**config.mk**
```make
export PLATFORM = sky130hd
export DESIGN_NAME = isr_unit
export DESIGN_NICKNAME = d
export VERILOG_FILES = /design/src/rtl/isr_pkg.sv /design/src/rtl/isr_status_bank.sv /design/src/rtl/isr_reg_decode.sv /design/src/rtl/isr_irq_merge.sv /design/src/rtl/isr_unit.sv
export SDC_FILE = /design/constraint.sdc
export NUM_CORES = 1
export LEC_CHECK = 0
export ABC_AREA = 1
export BUFFER_PORTS_ARGS = -buffer_cell sky130_fd_sc_hd__buf_4
export CAP_MARGIN = 20
export CORE_ASPECT_RATIO = 1.4
export CORE_MARGIN = 10
export CORE_UTILIZATION = 43
export DETAILED_ROUTE_END_ITERATION = 8
export PLACE_DENSITY = 0.85
export RECOVER_POWER = 100
export SLEW_MARGIN = 10
export SYNTH_ARGS = -nofsm -noshare
export SYNTH_HDL_FRONTEND = slang
export SYNTH_SLANG_ARGS = --single-unit
```
**constraint.sdc**
```tcl
create_clock -name clk -period 1.04 [get_ports clk]
set_input_delay 0.208 -clock clk [delete_from_list [all_inputs] [get_ports clk]]
set_output_delay 0.208 -clock clk [all_outputs]
set_load 0.05 [all_outputs]
```
**src/rtl/isr_pkg.sv**
```systemverilog
// Shared widths, implemented-bit maps and register indices for the
// interrupt status unit. Assumes a 32-bit register data path.
package isr_pkg;
    localparam int DATA_W  = 32;
    localparam int ADDR_W  = 3;
    localparam int CORE_W  = 4;
    localparam int DMA_W   = 9;
    localparam logic [CORE_W-1:0] CORE_IMPL = 4'b1111;
    localparam logic [DMA_W-1:0]  DMA_IMPL  = 9'b1_1111_1101;
    localparam logic [CORE_W-1:0] CORE_ERR  = 4'b1011;

    typedef enum logic [ADDR_W-1:0] {
        RA_CORE_STAT = 3'd0,
        RA_CORE_EN   = 3'd1,
        RA_DMA_STAT  = 3'd2,
        RA_DMA_EN    = 3'd3,
        RA_DMA_MASK  = 3'd4
    } isr_addr_e;
endpackage

```
**src/rtl/isr_status_bank.sv**
```systemverilog
// One status/enable bank. Each bit that exists holds a sticky status
// flop and an enable flop. Bits that do not exist read zero.
// Assumes: evt_i are single-cycle pulses and clr_we/en_we last one cycle.
// A set by an event wins over a clear in the same cycle.
module isr_status_bank #(
    parameter int            W    = 4,
    parameter logic [W-1:0]  IMPL = '1
) (
    input  logic         clk,
    input  logic         rst_n,
    input  logic [W-1:0] evt_i,
    input  logic         clr_we,
    input  logic         en_we,
    input  logic [W-1:0] wdata_i,
    output logic [W-1:0] status_o,
    output logic [W-1:0] enable_o
);
    for (genvar b = 0; b < W; b++) begin : g_bit
        if (IMPL[b]) begin : g_impl
            logic st_q;
            logic en_q;
            // sticky status: event sets, write-one clears, event wins
            always_ff @(posedge clk) begin
                if (!rst_n)
                    st_q <= 1'b0;
                else
                    st_q <= evt_i[b] | (st_q & ~(clr_we & wdata_i[b]));
            end
            // enable bit: loaded by a write to the enable register
            always_ff @(posedge clk) begin
                if (!rst_n)
                    en_q <= 1'b0;
                else if (en_we)
                    en_q <= wdata_i[b];
            end
            assign status_o[b] = st_q;
            assign enable_o[b] = en_q;
        end else begin : g_tie
            assign status_o[b] = 1'b0;
            assign enable_o[b] = 1'b0;
        end
    end


    evt_sets_chk: assert property (@(posedge clk) disable iff (!rst_n)
        (|(evt_i & IMPL)) |=> ((status_o & $past(evt_i & IMPL)) == $past(evt_i & IMPL)));


    no_spurious_set_chk: assert property (@(posedge clk) disable iff (!rst_n)
        rst_n |=> ((status_o & ~$past(status_o) & ~$past(evt_i)) == '0));


    clear_applies_chk: assert property (@(posedge clk) disable iff (!rst_n)
        (clr_we && |(wdata_i & ~evt_i)) |=> ((status_o & $past(wdata_i & ~evt_i)) == '0));


    absent_bits_chk: assert property (@(posedge clk) disable iff (!rst_n)
        ((status_o | enable_o) & ~IMPL) == '0);
endmodule

```
**src/rtl/isr_reg_decode.sv**
```systemverilog
// Register port decode. Turns the write strobe and index into per-register
// write enables, and selects the read data. Assumes reg_addr is stable
// while reg_rdata is sampled. Unused indices read zero and ignore writes.
module isr_reg_decode
    import isr_pkg::*;
#(
    parameter int D_W = DATA_W,
    parameter int A_W = ADDR_W,
    parameter int C_W = CORE_W,
    parameter int M_W = DMA_W
) (
    input  logic           reg_wr,
    input  logic [A_W-1:0] reg_addr,
    input  logic [C_W-1:0] core_stat,
    input  logic [C_W-1:0] core_en,
    input  logic [M_W-1:0] dma_stat,
    input  logic [M_W-1:0] dma_en,
    input  logic           dma_mask,
    output logic           core_clr_we,
    output logic           core_en_we,
    output logic           dma_clr_we,
    output logic           dma_en_we,
    output logic           mask_we,
    output logic [D_W-1:0] reg_rdata
);
    // write enables, one per register
    always_comb begin
        core_clr_we = reg_wr && (reg_addr == RA_CORE_STAT);
        core_en_we  = reg_wr && (reg_addr == RA_CORE_EN);
        dma_clr_we  = reg_wr && (reg_addr == RA_DMA_STAT);
        dma_en_we   = reg_wr && (reg_addr == RA_DMA_EN);
        mask_we     = reg_wr && (reg_addr == RA_DMA_MASK);
    end

    // read multiplexer, zero-extended
    always_comb begin
        reg_rdata = '0;
        case (reg_addr)
            RA_CORE_STAT: reg_rdata[C_W-1:0] = core_stat;
            RA_CORE_EN:   reg_rdata[C_W-1:0] = core_en;
            RA_DMA_STAT:  reg_rdata[M_W-1:0] = dma_stat;
            RA_DMA_EN:    reg_rdata[M_W-1:0] = dma_en;
            RA_DMA_MASK:  reg_rdata[0]       = dma_mask;
            default:      reg_rdata = '0;
        endcase
    end
endmodule

```
**src/rtl/isr_irq_merge.sv**
```systemverilog
// Combines both banks into one registered interrupt request and holds
// the DMA mask flop. Assumes the status and enable inputs come from flops.
module isr_irq_merge #(
    parameter int C_W = 4,
    parameter int M_W = 9
) (
    input  logic           clk,
    input  logic           rst_n,
    input  logic [C_W-1:0] core_stat,
    input  logic [C_W-1:0] core_en,
    input  logic [M_W-1:0] dma_stat,
    input  logic [M_W-1:0] dma_en,
    input  logic           mask_we,
    input  logic           mask_wbit,
    output logic           dma_mask,
    output logic           irq
);
    logic core_hit;
    logic dma_hit;

    // per-bank pending reduction
    always_comb begin
        core_hit = |(core_stat & core_en);
        dma_hit  = (|(dma_stat & dma_en)) & dma_mask;
    end

    // mask register: bit 0 opens the DMA path
    always_ff @(posedge clk) begin
        if (!rst_n)
            dma_mask <= 1'b0;
        else if (mask_we)
            dma_mask <= mask_wbit;
    end

    // interrupt output flop
    always_ff @(posedge clk) begin
        if (!rst_n)
            irq <= 1'b0;
        else
            irq <= core_hit | dma_hit;
    end
endmodule

```
**src/rtl/isr_unit.sv**
```systemverilog
// Top of the interrupt status unit: a core bank, a DMA bank, register
// decode and interrupt merge. Assumes a single clock domain and a
// synchronous active-low reset.
module isr_unit
    import isr_pkg::*;
(
    input  logic              clk,
    input  logic              rst_n,
    input  logic              reg_wr,
    input  logic [ADDR_W-1:0] reg_addr,
    input  logic [DATA_W-1:0] reg_wdata,
    output logic [DATA_W-1:0] reg_rdata,
    input  logic [CORE_W-1:0] core_evt,
    input  logic [DMA_W-1:0]  dma_evt,
    output logic              irq
);
    logic [CORE_W-1:0] core_stat, core_en;
    logic [DMA_W-1:0]  dma_stat, dma_en;
    logic              dma_mask;
    logic core_clr_we, core_en_we, dma_clr_we, dma_en_we, mask_we;
    logic unused_wdata;

    assign unused_wdata = ^reg_wdata[DATA_W-1:DMA_W];

    isr_reg_decode #(.D_W(DATA_W), .A_W(ADDR_W), .C_W(CORE_W), .M_W(DMA_W)) u_dec (
        .reg_wr(reg_wr), .reg_addr(reg_addr),
        .core_stat(core_stat), .core_en(core_en),
        .dma_stat(dma_stat), .dma_en(dma_en), .dma_mask(dma_mask),
        .core_clr_we(core_clr_we), .core_en_we(core_en_we),
        .dma_clr_we(dma_clr_we), .dma_en_we(dma_en_we), .mask_we(mask_we),
        .reg_rdata(reg_rdata)
    );

    isr_status_bank #(.W(CORE_W), .IMPL(CORE_IMPL)) u_core (
        .clk(clk), .rst_n(rst_n), .evt_i(core_evt),
        .clr_we(core_clr_we), .en_we(core_en_we),
        .wdata_i(reg_wdata[CORE_W-1:0]),
        .status_o(core_stat), .enable_o(core_en)
    );

    isr_status_bank #(.W(DMA_W), .IMPL(DMA_IMPL)) u_dma (
        .clk(clk), .rst_n(rst_n), .evt_i(dma_evt),
        .clr_we(dma_clr_we), .en_we(dma_en_we),
        .wdata_i(reg_wdata[DMA_W-1:0]),
        .status_o(dma_stat), .enable_o(dma_en)
    );

    isr_irq_merge #(.C_W(CORE_W), .M_W(DMA_W)) u_merge (
        .clk(clk), .rst_n(rst_n),
        .core_stat(core_stat), .core_en(core_en),
        .dma_stat(dma_stat), .dma_en(dma_en),
        .mask_we(mask_we), .mask_wbit(reg_wdata[0]),
        .dma_mask(dma_mask), .irq(irq)
    );


    irq_tracks_chk: assert property (@(posedge clk) disable iff (!rst_n)
        rst_n |=> (irq == $past((|(core_stat & core_en)) ||
                                ((|(dma_stat & dma_en)) && dma_mask))));


    mask_blocks_chk: assert property (@(posedge clk) disable iff (!rst_n)
        (!dma_mask && !(|(core_stat & core_en))) |=> !irq);


    err_reported_chk: assert property (@(posedge clk) disable iff (!rst_n)
        (|(core_stat & core_en & CORE_ERR)) |=> irq);
endmodule

```
==> impl_metrics.ini <==
[outcome]
status = complete, but fails checks
violations = negative setup slack

[synthesis]
yosysWarnings = 0
syn_avg_cell_area_um2 = 6.70
synth.yosys.seq_area_share_pct = 37.0
yosys.area.top_type_share_pct = 37.0
synth.most_common_cell = nand2_1
synth_top_cells_by_area = dfxtp_1 (37%), nand2_1 (15%), buf_4 (12%)
netlist_instances = 210
synth_cell_types = 18
synth_top_flop_cell = dfxtp_1
synth_edf_count = 0
synth_area_um2 = 1410
netlist_top_cells_count = nand2_1 (57), nor2_1 (30), dfxtp_1 (26)
yosys.area.top_type = dfxtp_1
synthArstFlopShare_pct = 0
synth_seq_cells = 26

[layout]
layout.nets = 321
nFillCells = 280
diodes = 0
multiInputGateArea_um2 = 826
finish.instance_area_um2 = 2070
area_growth_pct = 46.9
drive_gt1_share_pct = 35.3
final-seq-area_um2 = 528

[critical_path]
cp.arrival_ns = 1.08
slowest_delay_ns = 0.35
r2r_slack_ns = 0.11
crit_fanout = 2
critPathRequiredTime_ns = 0.83
crit_path_end_kind = output port
cp_cell_sequence = nand3_2, o21ai_2, inv_1, nand4_1, buf_6
crit_slowest_cell = dfxtp_2
worstSetupPathType = reg -> out
worstSetupStartpointType = flop

[sta]
post-route-period-util_pct = 124
rsz0062_at_grt = true
worst_slack_ns = -0.247
fin_tns_setup_ns = -1.75
fmax_mhz = 777
hold_viol = 0
slew_viol_final = 0
holdWs_ns = 0.142
finalCriticalPeriod_ns = 1.29
finalSetupViolations = 9
skew_ns = 0.00116

[power_and_ir_drop]
ir_worst_vdd_mv = 0.694
p_per_area_nw_per_um2 = 1150
leakage_uw = 0.00102

[floorplanning]
io_pins = 84
rows = 24
die_h_um = 87.7
coreArea_um2 = 3120
die_w_um = 68.3
initial_core_util_pct = 45.0
dieArea_um2 = 5990

[clocking]
clkTransAtPathRegs_ns = 0.09
clk_path_buf_depth = 2
cts_num_sinks = 26
cts_buffers = 3
cts_hold_buf = 0
tritoncts = yes
cts_root_buf = clkbuf_8
clock_latency_ns = 0.26
htree_levels = 1

[drt]
drc = 0
drt_iter0_drc = 91
routed_wl_um = 4410
num_vias = 1524
via_per_inst = 4.95
postRouteAntennaNets = 0
dr.pass1.iters = 4
wire_per_inst_um = 14.3

[place]
portBuffers = 36
placed_area_um2 = 1840
gp_congestion = 0.904
dp_hpwl_um = 3350

[global_route]
gr-total-overflow = 0
grt_antenna_before_repair = 0
grt_use_total_pct = 14.2
grt_pass1_vias = 1558
grt_max_degree = 15
grt_pass1_wl_um = 6750

[hold_path]
hold_path_class = in -> reg

[run]
maxCapViolCount = 0
per-stage QoR:
| step | utilization, % | worst slack [ns] | total power, uW | instances |
|---|---|---|---|---|
| after floorplan | - | -0.202 | 1530 | 232 |
| after global placement | 58.9 | -0.242 | 1670 | 301 |
| after detailed placement | 58.9 | -0.249 | 1680 | 301 |
| after CTS | 65.9 | -0.255 | 2370 | 308 |
| after global routing | 66.1 | -0.285 | 2460 | 308 |
| final | 66.1 | -0.247 | 2380 | 308 |
power by group:
part           internal [uW]  total (uW)  switching (uW)
Clock                    338         644             307
Combinational            212         638             425
Sequential              1050        1090            45.3
kinds of logic after synthesis:
group / share of synthesized area, %
flip-flops: 37.0
AO/OA/AOI/OAI: 10.8
AND/OR/NAND/NOR: 34.1
other: 0.267
buffers and inverters: 17.9
registers in the layout (all words and copies together), names as in the netlist:
name / cells
u_dma.g_bit.g_impl.en_q: 8
u_dma.g_bit.g_impl.st_q: 8
u_merge.irq: 1
u_core.g_bit.g_impl.en_q: 4
u_merge.dma_mask: 1
u_core.g_bit.g_impl.st_q: 4
worst paths after layout:
check / from / end / cells past startpoint
setup / recovery: u_merge.dma_mask / reg_rdata[0] / 5
hold / removal: dma_evt[8] / u_dma.g_bit[8].g_impl.st_q / 3
setup reg to reg: u_dma.g_bit[8].g_impl.st_q / u_merge.irq / 6
hold reg to reg: u_core.g_bit[1].g_impl.en_q / u_core.g_bit[1].g_impl.en_q / 2
layout make-up:
class / count / area share, %
Multi-Input combinational cell: 163 / 40.0
Timing Repair Buffer: 60 / 25.8
Sequential cell: 26 / 25.6
Inverter: 16 / 3.63
Clock buffer: 4 / 2.67
Tap cell: 39 / 2.36
timing repair:
item	4_1_cts	5_1_grt
setup endpoints to repair	9	9
pin swaps	6	3
resized for setup	40	6
buffers inserted	3	0
metal layers:
layer,GRT usage [%],wire (um),share of wire [%]
met5,0,0,0
met4,3.49,42,0.95
met3,2.56,354,8.0
met2,29.0,2450,56
met1,13.4,1560,35
cells in the final DEF (no fill, tap or decap), drive strengths merged:
| cell type | netlist | final |
|---|---|---|
| a21oi | 18 | 18 |
| buf | 26 | 58 |
| clkbuf | 1 | 6 |
| clkinv | 1 | 1 |
| conb | 1 | 23 |
| dfxtp | 26 | 26 |
| inv | 15 | 15 |
| nand2 | 58 | 58 |
| nand3 | 8 | 8 |
| nand4 | 11 | 11 |
| nor2 | 32 | 32 |
| nor3 | 1 | 1 |
| o21ai | 11 | 11 |
| o22ai | 1 | 1 |
worst max-delay path: cells and delay by family (launching register included):
family	cells	cell delay (ns)
buf+inv	2	0.22
simple gates	2	0.17
flops	1	0.35
compound gates	1	0.07
No activity file was read; power rests on OpenSTA's default activity.
